==> src/rtl/qos_rewrite_pkg.sv <==
package qos_rewrite_pkg;
  localparam int PRIO_W   = 4;
  localparam int NUM_PRIO = 1 << PRIO_W;
  localparam int COL_W    = 2;
  localparam int NUM_SLOT = 3;
  localparam int DSCP_W   = 6;
  localparam int PCP_W    = 3;

  // per-packet strobes from control to datapath
  typedef struct packed {
    logic             load;
    logic             rwDscp;
    logic             rwPcp;
    logic             setDei;
    logic [COL_W-1:0] colSlot;
  } pktCtl_t;

  // table write strobes from control to datapath
  typedef struct packed {
    logic                         we;
    logic [PRIO_W-1:0]            prio;
    logic [NUM_SLOT-1:0]          mask;
    logic [NUM_SLOT*DSCP_W-1:0]   data;
  } tabWr_t;
endpackage

==> src/rtl/qos_rewrite_ctrl.sv <==
module qos_rewrite_ctrl
  import qos_rewrite_pkg::*;
#(
  parameter int NUM_PORTS = 4,
  parameter int PORT_W    = 8,
  localparam int PIDX_W   = (NUM_PORTS > 1) ? $clog2(NUM_PORTS) : 1
) (
  input  logic                  clk,
  input  logic                  rst_n,
  input  logic                  cfgEnWe,
  input  logic [PORT_W-1:0]     cfgEnPort,
  input  logic                  cfgEnDscp,
  input  logic                  cfgEnPcp,
  input  logic                  cfgTabWe,
  input  logic [PORT_W-1:0]     cfgTabPort,
  input  logic [PRIO_W-1:0]     cfgTabPrio,
  input  logic [NUM_SLOT-1:0]   cfgTabMask,
  input  logic [NUM_SLOT*DSCP_W-1:0] cfgTabData,
  input  logic                  pktValid,
  input  logic [PORT_W-1:0]     pktPort,
  input  logic [COL_W-1:0]      pktColour,
  input  logic                  pktIsIp,
  output pktCtl_t               pktCtl,
  output logic [PIDX_W-1:0]     pktIdx,
  output tabWr_t                tabWr,
  output logic [PIDX_W-1:0]     tabIdx
);
  logic [NUM_PORTS-1:0] enDscp;
  logic [NUM_PORTS-1:0] enPcp;
  logic enInRange, tabInRange, pktInRange;
  logic [PIDX_W-1:0] enIdx;

  assign enInRange  = int'(cfgEnPort)  < NUM_PORTS;
  assign tabInRange = int'(cfgTabPort) < NUM_PORTS;
  assign pktInRange = int'(pktPort)    < NUM_PORTS;
  assign enIdx  = cfgEnPort[PIDX_W-1:0];
  assign tabIdx = cfgTabPort[PIDX_W-1:0];
  assign pktIdx = pktPort[PIDX_W-1:0];

  for (genvar p = 0; p < NUM_PORTS; p++) begin : g_en
    always_ff @(posedge clk) begin
      if (!rst_n) begin
        enDscp[p] <= 1'b0;
        enPcp[p]  <= 1'b0;
      end else if (cfgEnWe && enInRange && enIdx == PIDX_W'(p)) begin
        enDscp[p] <= cfgEnDscp;
        enPcp[p]  <= cfgEnPcp;
      end
    end
  end

  always_comb begin
    pktCtl.load    = pktValid;
    pktCtl.rwDscp  = pktInRange && enDscp[pktIdx] && pktIsIp;
    pktCtl.rwPcp   = pktInRange && enPcp[pktIdx];
    pktCtl.setDei  = pktColour != 2'd0;
    pktCtl.colSlot = (pktColour == 2'd3) ? 2'd2 : pktColour;
  end

  always_comb begin
    tabWr.we   = cfgTabWe && tabInRange;
    tabWr.prio = cfgTabPrio;
    tabWr.mask = cfgTabMask;
    tabWr.data = cfgTabData;
  end


  slot_range_chk: assert property (@(posedge clk) disable iff (!rst_n)
    pktCtl.colSlot != 2'd3);
endmodule

==> src/rtl/qos_rewrite_dp.sv <==
module qos_rewrite_dp
  import qos_rewrite_pkg::*;
#(
  parameter int NUM_PORTS = 4,
  localparam int PIDX_W   = (NUM_PORTS > 1) ? $clog2(NUM_PORTS) : 1
) (
  input  logic                clk,
  input  logic                rst_n,
  input  pktCtl_t             pktCtl,
  input  logic [PIDX_W-1:0]   pktIdx,
  input  tabWr_t              tabWr,
  input  logic [PIDX_W-1:0]   tabIdx,
  input  logic [PRIO_W-1:0]   pktPrio,
  input  logic [DSCP_W-1:0]   pktDscp,
  input  logic [PCP_W-1:0]    pktPcp,
  input  logic                pktDei,
  output logic                outValid,
  output logic [DSCP_W-1:0]   outDscp,
  output logic [PCP_W-1:0]    outPcp,
  output logic                outDei
);
  logic [DSCP_W-1:0] tab [NUM_PORTS][NUM_PRIO][NUM_SLOT];
  logic [DSCP_W-1:0] lookDscp;

  for (genvar p = 0; p < NUM_PORTS; p++) begin : g_port
    for (genvar q = 0; q < NUM_PRIO; q++) begin : g_prio
      for (genvar c = 0; c < NUM_SLOT; c++) begin : g_slot
        always_ff @(posedge clk) begin
          if (!rst_n)
            tab[p][q][c] <= '0;
          else if (tabWr.we && tabWr.mask[c] && tabIdx == PIDX_W'(p) &&
                   tabWr.prio == PRIO_W'(q))
            tab[p][q][c] <= tabWr.data[c*DSCP_W +: DSCP_W];
        end
      end
    end
  end

  assign lookDscp = tab[pktIdx][pktPrio][pktCtl.colSlot];

  always_ff @(posedge clk) begin
    if (!rst_n) begin
      outValid <= 1'b0;
      outDscp  <= '0;
      outPcp   <= '0;
      outDei   <= 1'b0;
    end else begin
      outValid <= pktCtl.load;
      if (pktCtl.load) begin
        outDscp <= pktCtl.rwDscp ? lookDscp : pktDscp;
        outPcp  <= pktCtl.rwPcp ? pktPrio[PCP_W-1:0] : pktPcp;
        outDei  <= pktCtl.rwPcp ? pktCtl.setDei : pktDei;
      end
    end
  end


  valid_follow_chk: assert property (@(posedge clk) disable iff (!rst_n)
    pktCtl.load |=> outValid);

  hold_idle_chk: assert property (@(posedge clk) disable iff (!rst_n)
    !pktCtl.load |=> $stable(outDscp) && $stable(outPcp) && $stable(outDei));

  pcp_pass_chk: assert property (@(posedge clk) disable iff (!rst_n)
    pktCtl.load && !pktCtl.rwPcp |=> outPcp == $past(pktPcp) && outDei == $past(pktDei));
endmodule

==> src/rtl/qos_rewrite_top.sv <==
module qos_rewrite_top
  import qos_rewrite_pkg::*;
#(
  parameter int NUM_PORTS = 4,
  parameter int PORT_W    = 8,
  localparam int PIDX_W   = (NUM_PORTS > 1) ? $clog2(NUM_PORTS) : 1
) (
  input  logic         clk,
  input  logic         rst_n,
  input  logic         cfgEnWe,
  input  logic [7:0]   cfgEnPort,
  input  logic         cfgEnDscp,
  input  logic         cfgEnPcp,
  input  logic         cfgTabWe,
  input  logic [7:0]   cfgTabPort,
  input  logic [3:0]   cfgTabPrio,
  input  logic [2:0]   cfgTabMask,
  input  logic [17:0]  cfgTabData,
  input  logic         pktValid,
  input  logic [7:0]   pktPort,
  input  logic [3:0]   pktPrio,
  input  logic [1:0]   pktColour,
  input  logic [5:0]   pktDscp,
  input  logic [2:0]   pktPcp,
  input  logic         pktDei,
  input  logic         pktIsIp,
  output logic         outValid,
  output logic [5:0]   outDscp,
  output logic [2:0]   outPcp,
  output logic         outDei
);
  pktCtl_t           pktCtl;
  tabWr_t            tabWr;
  logic [PIDX_W-1:0] pktIdx, tabIdx;

  qos_rewrite_ctrl #(.NUM_PORTS(NUM_PORTS), .PORT_W(PORT_W)) u_ctrl (
    .clk(clk), .rst_n(rst_n),
    .cfgEnWe(cfgEnWe), .cfgEnPort(cfgEnPort), .cfgEnDscp(cfgEnDscp), .cfgEnPcp(cfgEnPcp),
    .cfgTabWe(cfgTabWe), .cfgTabPort(cfgTabPort), .cfgTabPrio(cfgTabPrio),
    .cfgTabMask(cfgTabMask), .cfgTabData(cfgTabData),
    .pktValid(pktValid), .pktPort(pktPort), .pktColour(pktColour), .pktIsIp(pktIsIp),
    .pktCtl(pktCtl), .pktIdx(pktIdx), .tabWr(tabWr), .tabIdx(tabIdx)
  );

  qos_rewrite_dp #(.NUM_PORTS(NUM_PORTS)) u_dp (
    .clk(clk), .rst_n(rst_n),
    .pktCtl(pktCtl), .pktIdx(pktIdx), .tabWr(tabWr), .tabIdx(tabIdx),
    .pktPrio(pktPrio), .pktDscp(pktDscp), .pktPcp(pktPcp), .pktDei(pktDei),
    .outValid(outValid), .outDscp(outDscp), .outPcp(outPcp), .outDei(outDei)
  );


  non_ip_pass_chk: assert property (@(posedge clk) disable iff (!rst_n)
    pktValid && !pktIsIp |=> outDscp == $past(pktDscp));

  far_port_pass_chk: assert property (@(posedge clk) disable iff (!rst_n)
    pktValid && int'(pktPort) >= NUM_PORTS |=>
      outDscp == $past(pktDscp) && outPcp == $past(pktPcp) && outDei == $past(pktDei));

  valid_gap_chk: assert property (@(posedge clk) disable iff (!rst_n)
    !pktValid |=> !outValid);
endmodule

==> config.mk <==
export PLATFORM = sky130hd
export DESIGN_NAME = qos_rewrite_top
export DESIGN_NICKNAME = d
export VERILOG_FILES = /design/src/rtl/qos_rewrite_pkg.sv /design/src/rtl/qos_rewrite_ctrl.sv /design/src/rtl/qos_rewrite_dp.sv /design/src/rtl/qos_rewrite_top.sv
export SDC_FILE = /design/constraint.sdc
export NUM_CORES = 2
export LEC_CHECK = 0
export BUFFER_PORTS_ARGS = -buffer_cell sky130_fd_sc_hd__buf_2
export CAP_MARGIN = 20
export CORE_UTILIZATION = 55
export CTS_BUF_LIST = sky130_fd_sc_hd__clkbuf_4 sky130_fd_sc_hd__clkbuf_8 sky130_fd_sc_hd__clkbuf_16
export DETAILED_ROUTE_END_ITERATION = 10
export GPL_TIMING_DRIVEN = 1
export PLACE_DENSITY = 0.7
export SLEW_MARGIN = 20
export SYNTH_ARGS = -nofsm -noshare
export SYNTH_HDL_FRONTEND = slang
export SYNTH_SLANG_ARGS = --single-unit
==> constraint.sdc <==
create_clock -name clk -period 3.61 [get_ports clk]
set_input_delay 0.1805 -clock clk [delete_from_list [all_inputs] [get_ports clk]]
set_output_delay 0.1805 -clock clk [all_outputs]
set_load 0.005 [all_outputs]
-- Yosys cells after proc, flatten, opt, wreduce, memory -nomap -nowiden
Memory sizes are Yosys's and may differ from the RTL's.
Cells that the tools add are included.
W data, S select, Z words.
- output and inout bits: 11
- memories: 1
- logic and storage cells: 1238
- bits in registers: 19
- input bits: 73
- RAM bits: 1152
- memories (memory ; words ; width ; rd ports ; clocked after memory_dff ; wr ports ; line ; RTL):
    u_dp.tab ; 4 ; 288 ; 1 ; 0 ; 4 ; qos_rewrite_dp.sv:22 ; logic [DSCP_W-1:0] tab [NUM_PORTS][NUM_PRIO][NUM_SLOT];
- bitwise gates (word level): 194
- eq/ne operators: 22
- mux-type cells: 783
- magnitude comparators: 6
- reductions and logical operators: 220
- operators by type and width (kind ; number):
    $mux W6 ; 195
    $mux W1 ; 580
    $logic_and A1 B1 Y1 ; 216
    $or A1 B1 Y1 ; 192
    $bmux W18 S4 ; 1
    $mux W18 ; 2
    $eq A4 B4 Y1 const B ; 8
    $lt A8 B3 Y1 const B ; 3
    $eq A4 B3 Y1 const B ; 4
    $bmux W6 S2 ; 1
    $eq A2 B2 Y1 const B ; 5
    $eq A4 B2 Y1 const B ; 2
    $ge A5 B5 Y1 const B ; 1
    $not A4 Y5 ; 1
    $bmux W1 S2 ; 2
    $eq A2 B1 Y1 const B ; 2
    $eq A4 B1 Y1 const B ; 1
    $logic_not A2 Y1 ; 2
    $logic_not A4 Y1 ; 1
    $ge A3 B3 Y1 const B ; 1
    $lt A2 B3 Y1 const B ; 1
    $mux W3 ; 1
    $not A2 Y3 ; 1
    $mux W2 ; 1
    $reduce_bool A2 Y1 ; 1

-- Logic depth before layout (Yosys ltp)
- depth after elaboration: 9
- mapped depth: 13

-- Modules after synthesis
Synthesis repeated with hierarchy kept, for this count alone.
- cell total of the unflattened synthesis: 3965
- area, all modules: 55409.4 um2
- modules (own cells, without submodules) (module ; cells each ; area an instance (um2) ; times used):
    qos_rewrite_dp ; 3891 ; 54726.2 ; 1
    qos_rewrite_ctrl ; 74 ; 683.2 ; 1

-- Least setup slack after synthesis
OpenSTA, ideal clock, no wires.
- kind: input -> register
- start point: in cfgTabPort[4]
- end point: mem u_dp.tab[3][0] (netlist name) (enable)
- data required time: 3.233 ns
- setup time: 0.377 ns
- slack: 1.137 ns
- path buffers: 2
- cell stages on the path: 7
- data arrival time: 2.096 ns
- cells stage by stage: or4b_1 > nor4_1 > and2_1 > buf_2 > nand3_1 > clkbuf_1 > o21ai_0
- RTL lines (item ; line ; RTL):
    from (decl) ; qos_rewrite_top.sv:15 ; input logic [7:0] cfgTabPort,
    to (decl) ; qos_rewrite_dp.sv:22 ;

-- Worst setup path after layout
- start point: in pktPort[0]
- end point: reg u_dp.outDscp[4]
- word-level cells in the longest chain between the ends: 8
- elaborated cells on any way between the ends: 13
- classes of those cells: order compare: 1; mux: 9; reduce/logical: 2; memory: 1
- ends and longest elaborated chain (item ; line ; RTL):
    from (decl) ; qos_rewrite_top.sv:20 ; input logic [7:0] pktPort,
    $mem_v2 Z4 W288 ; n/a ;
    $bmux W18 S4 ; qos_rewrite_dp.sv:39 ; assign lookDscp = tab[pktIdx][pktPrio][pktCtl.colSlot];
    $mux W18 (implied by the code) (2 in series) ; qos_rewrite_dp.sv:39 ;
    $bmux W6 S2 ; qos_rewrite_dp.sv:39 ;
    $mux W6 (implied by the code) (2 in series) ; qos_rewrite_dp.sv:39 ;
    $mux W6 * ; qos_rewrite_dp.sv:50 ; outDscp <= pktCtl.rwDscp ? lookDscp : pktDscp;
    to (signal assigned) ; qos_rewrite_dp.sv:50 ;
    to (decl) ; qos_rewrite_dp.sv:18 ; output logic [DSCP_W-1:0] outDscp,
Mark *: on every way between the ends. The rest lies on a longest branch, timed or not. The select of a mux whose other input is x is not followed.
A chain may end at the register's enable or synchronous reset.

==> results.json <==
{
  "status": "complete, no violations",
  "dp.cells": 5428,
  "fmax_mhz": 363.1,
  "vias": 36851,
  "path_cells": "buf_8 -> buf_4 -> nor2b_1 -> buf_4 -> a22oi_1 -> nand3_1 -> nand3_1 -> o21ai_0 -> nand3_1 -> o21a_1",
  "dr.pass1.iters": 9,
  "insertion_delay_ps": 720,
  "path_clk_slew_ps": 60,
  "drc": 0,
  "final_cell_mix": "nor2_1 (1186), edfxtp_1 (1152), nand2_1 (379), buf_4 (332), o21ai_0 (219)",
  "ys_seq_area_frac": 0.6621,
  "worstMarginPinSlew_ps": 1140,
  "synthDistinctLibCells": 61,
  "ys_ff_latch": 1171,
  "stdcell_count": 5671,
  "cp-end-kind": "register",
  "powerDensity_nw_per_um2": 508.9,
  "fp.dieW_um": 311.9,
  "pwr-share-clk": 0.409,
  "root_buffer": "clkbuf_16",
  "synth_top_area_frac": 0.6549,
  "antenna_left": 0,
  "fillCellCount": 6913,
  "cts-resized-gates": 0,
  "timing.final.crit_period_ps": 2754,
  "portBuffers": 83,
  "cts_hold_buf": 19,
  "postSynthAreaPerCell_um2": 12.94,
  "yosys.area.top_type": "edfxtp_1",
  "yosys_most_used_dff": "edfxtp_1",
  "clock_path_buffers": 3,
  "grt_pass1_wl_um": 235900,
  "cts.sinks": 1171,
  "p_comb_frac": 0.080,
  "gp_congestion": 0.9800,
  "routed_via_density": 6.498,
  "cts_setup_buffers": 0,
  "maxSlewHeadroom": 0.2316,
  "yosys_warnings": 0,
  "max_stage_delay_ps": 500,
  "die_area_um2": 97280,
  "crit_fanout": 51,
  "drv_cap": 0,
  "cts_tree": "done",
  "num_rows": 113,
  "leakage_nw": 19.32,
  "clock_skew_ps": 30.15,
  "crit_top_cell": "nand3_1",
  "fp.dieH_um": 311.9,
  "coreArea_um2": 95010,
  "cp-start-kind": "input port",
  "max-vdd-ir-drop_uv": 422.2,
  "p_sw_mw": 7.010,
  "p_int_mw": 23.83,
  "tns_ps": 0,
  "drive_gt1_frac": 0.2032,
  "final_common_cell": "nor2_1",
  "drv_slew": 0,
  "synth_area_um2": 52820,
  "hp-class": "in2reg",
  "gr-usage-all-layers": 0.3338,
  "seqPwrFrac": 0.511,
  "netlist_instances": 4082,
  "hpwlAfterDp_um": 103800,
  "grt.overflow.total": 0,
  "path_class": "in2reg",
  "rsz0062_at_grt": "false",
  "async_flop_share": 0,
  "synth_area_leaders": "edfxtp_1 (65%), mux4_2 (9.3%), nor2_1 (8.5%), nand2_1 (2.7%), o21ai_0 (2.1%)",
  "syn-num-nets": 4155,
  "setup_viol": 0,
  "finalCritPeriodShare": 0.7628,
  "numCtsBuffers": 119,
  "netSwitchingFraction": 0.2273,
  "nets": 4376,
  "initial_core_util": 0.5559,
  "antenna_found_initial": 9,
  "grt_start_max_net_pins": 97,
  "wl_per_cell_um": 28.78,
  "timing.final.hold_violations": 0,
  "cp_data_arrival_time_ps": 3370,
  "drtIter0Drc": 5922,
  "syn_to_final_growth_pct": 14.75,
  "cpMaxStageDelayCell": "o21ai_0",
  "cts.htree.levels": 3,
  "critical_path_required_ps": 4230,
  "io_pins": 84,
  "synth_edf_count": 1152,
  "grt_pass1_vias": 35569,
  "routed_wl_um": 163200
}
[power groups by stage]
| stage | Combinational, mW | Sequential (mW) | Clock, mW |
|---|---|---|---|
| after floorplan | 1.35 | 15.9 | 0 |
| after global placement | 2.36 | 16.0 | 0 |
| after detailed placement | 2.37 | 16.0 | 0 |
| after CTS | 2.39 | 15.8 | 12.6 |
| after global routing | 2.53 | 15.8 | 13.2 |
| final | 2.46 | 15.8 | 12.6 |
[through the flow]
stage                     power (mW)  worst slack, ps    util  hold WS (ps)  cell area (um2)
after floorplan                17.29             1137       -         346.7            52820
after detailed placement       18.40            419.8  0.5938         469.4            56420
final                          30.84            856.2  0.6379         124.9            60610
after global routing           31.49            882.3  0.6379         160.8            60610
after CTS                      30.79             1021  0.6379         82.82            60600
after global placement         18.36            215.4  0.5937         459.7            56410
[critical path, delay by kind of cell]
kind                   cells  cell delay, ps
AO/OA/AOI/OAI              3             860
buffers and inverters      3            1110
AND/OR/NAND/NOR            4            1130
[cell families (layout without fill, tap and decap cells)]
family	after synthesis	after routing	share of synthesized area
buffers and inverters	364	686	0.03020
muxes	353	353	0.1247
other	0	2	0
AOI/OAI and AO/OA	431	431	0.04946
and+or+nand+nor	1763	1763	0.1334
DFF	1171	1171	0.6621
[worst paths after layout]
check                                       from         endpoint  slack, ps  depth (start not counted)
worst max-delay path                  pktPort[0]  u_dp.outDscp[4]        860                         10
worst min-delay path                  pktPort[4]   u_dp.outPcp[2]        120                          5
worst max register to register  u_dp.tab[0][264]  u_dp.outDscp[0]        990                          7
worst min register to register    u_dp.outPcp[1]   u_dp.outPcp[1]        480                          1
[sequential cells by signal, indices dropped and copies added, names as in the netlist]
| register | count |
|---|---|
| u_ctrl.enPcp | 4 |
| u_ctrl.enDscp | 4 |
| u_dp.outValid | 1 |
| u_dp.outDei | 1 |
| u_dp.tab | 1152 |
| u_dp.outDscp | 6 |
| u_dp.outPcp | 3 |
[cells in the mapped netlist (20+ instances only)]
| master | number |
|---|---|
| nand3_1 | 43 |
| nor3_1 | 25 |
| a22oi_1 | 62 |
| mux4_2 | 217 |
| nand2_1 | 379 |
| nor2b_1 | 42 |
| o22ai_1 | 27 |
| nor2_1 | 1193 |
| clkbuf_1 | 199 |
| buf_2 | 53 |
| buf_1 | 75 |
| a21oi_1 | 34 |
| mux2i_1 | 104 |
| mux4_1 | 20 |
| edfxtp_1 | 1152 |
| o21ai_0 | 219 |
[area by class of cell]
cell class	count	area, um2	share of cell area
well taps	1265	1583	0.02611
clock inverters	78	807.0	0.01332
repair buffers	456	3595	0.05931
inverters	8	30.03	0.0004955
clock buffers	144	3191	0.05264
multi-input cells	2547	16420	0.2710
flip-flops and latches	1171	34970	0.5770
diodes	2	5.005	0.00008258
[layer usage]
layer  vias to the layer above  GRT usage  share of wire
met5                         -          0        0.00021
met4                         6     0.1592          0.053
met3                       512    0.09404           0.15
met2                      2961     0.5017           0.45
met1                     17975     0.4519           0.35
li1                      15397          -              -
Note: power is estimated with default switching activity, not from simulation.
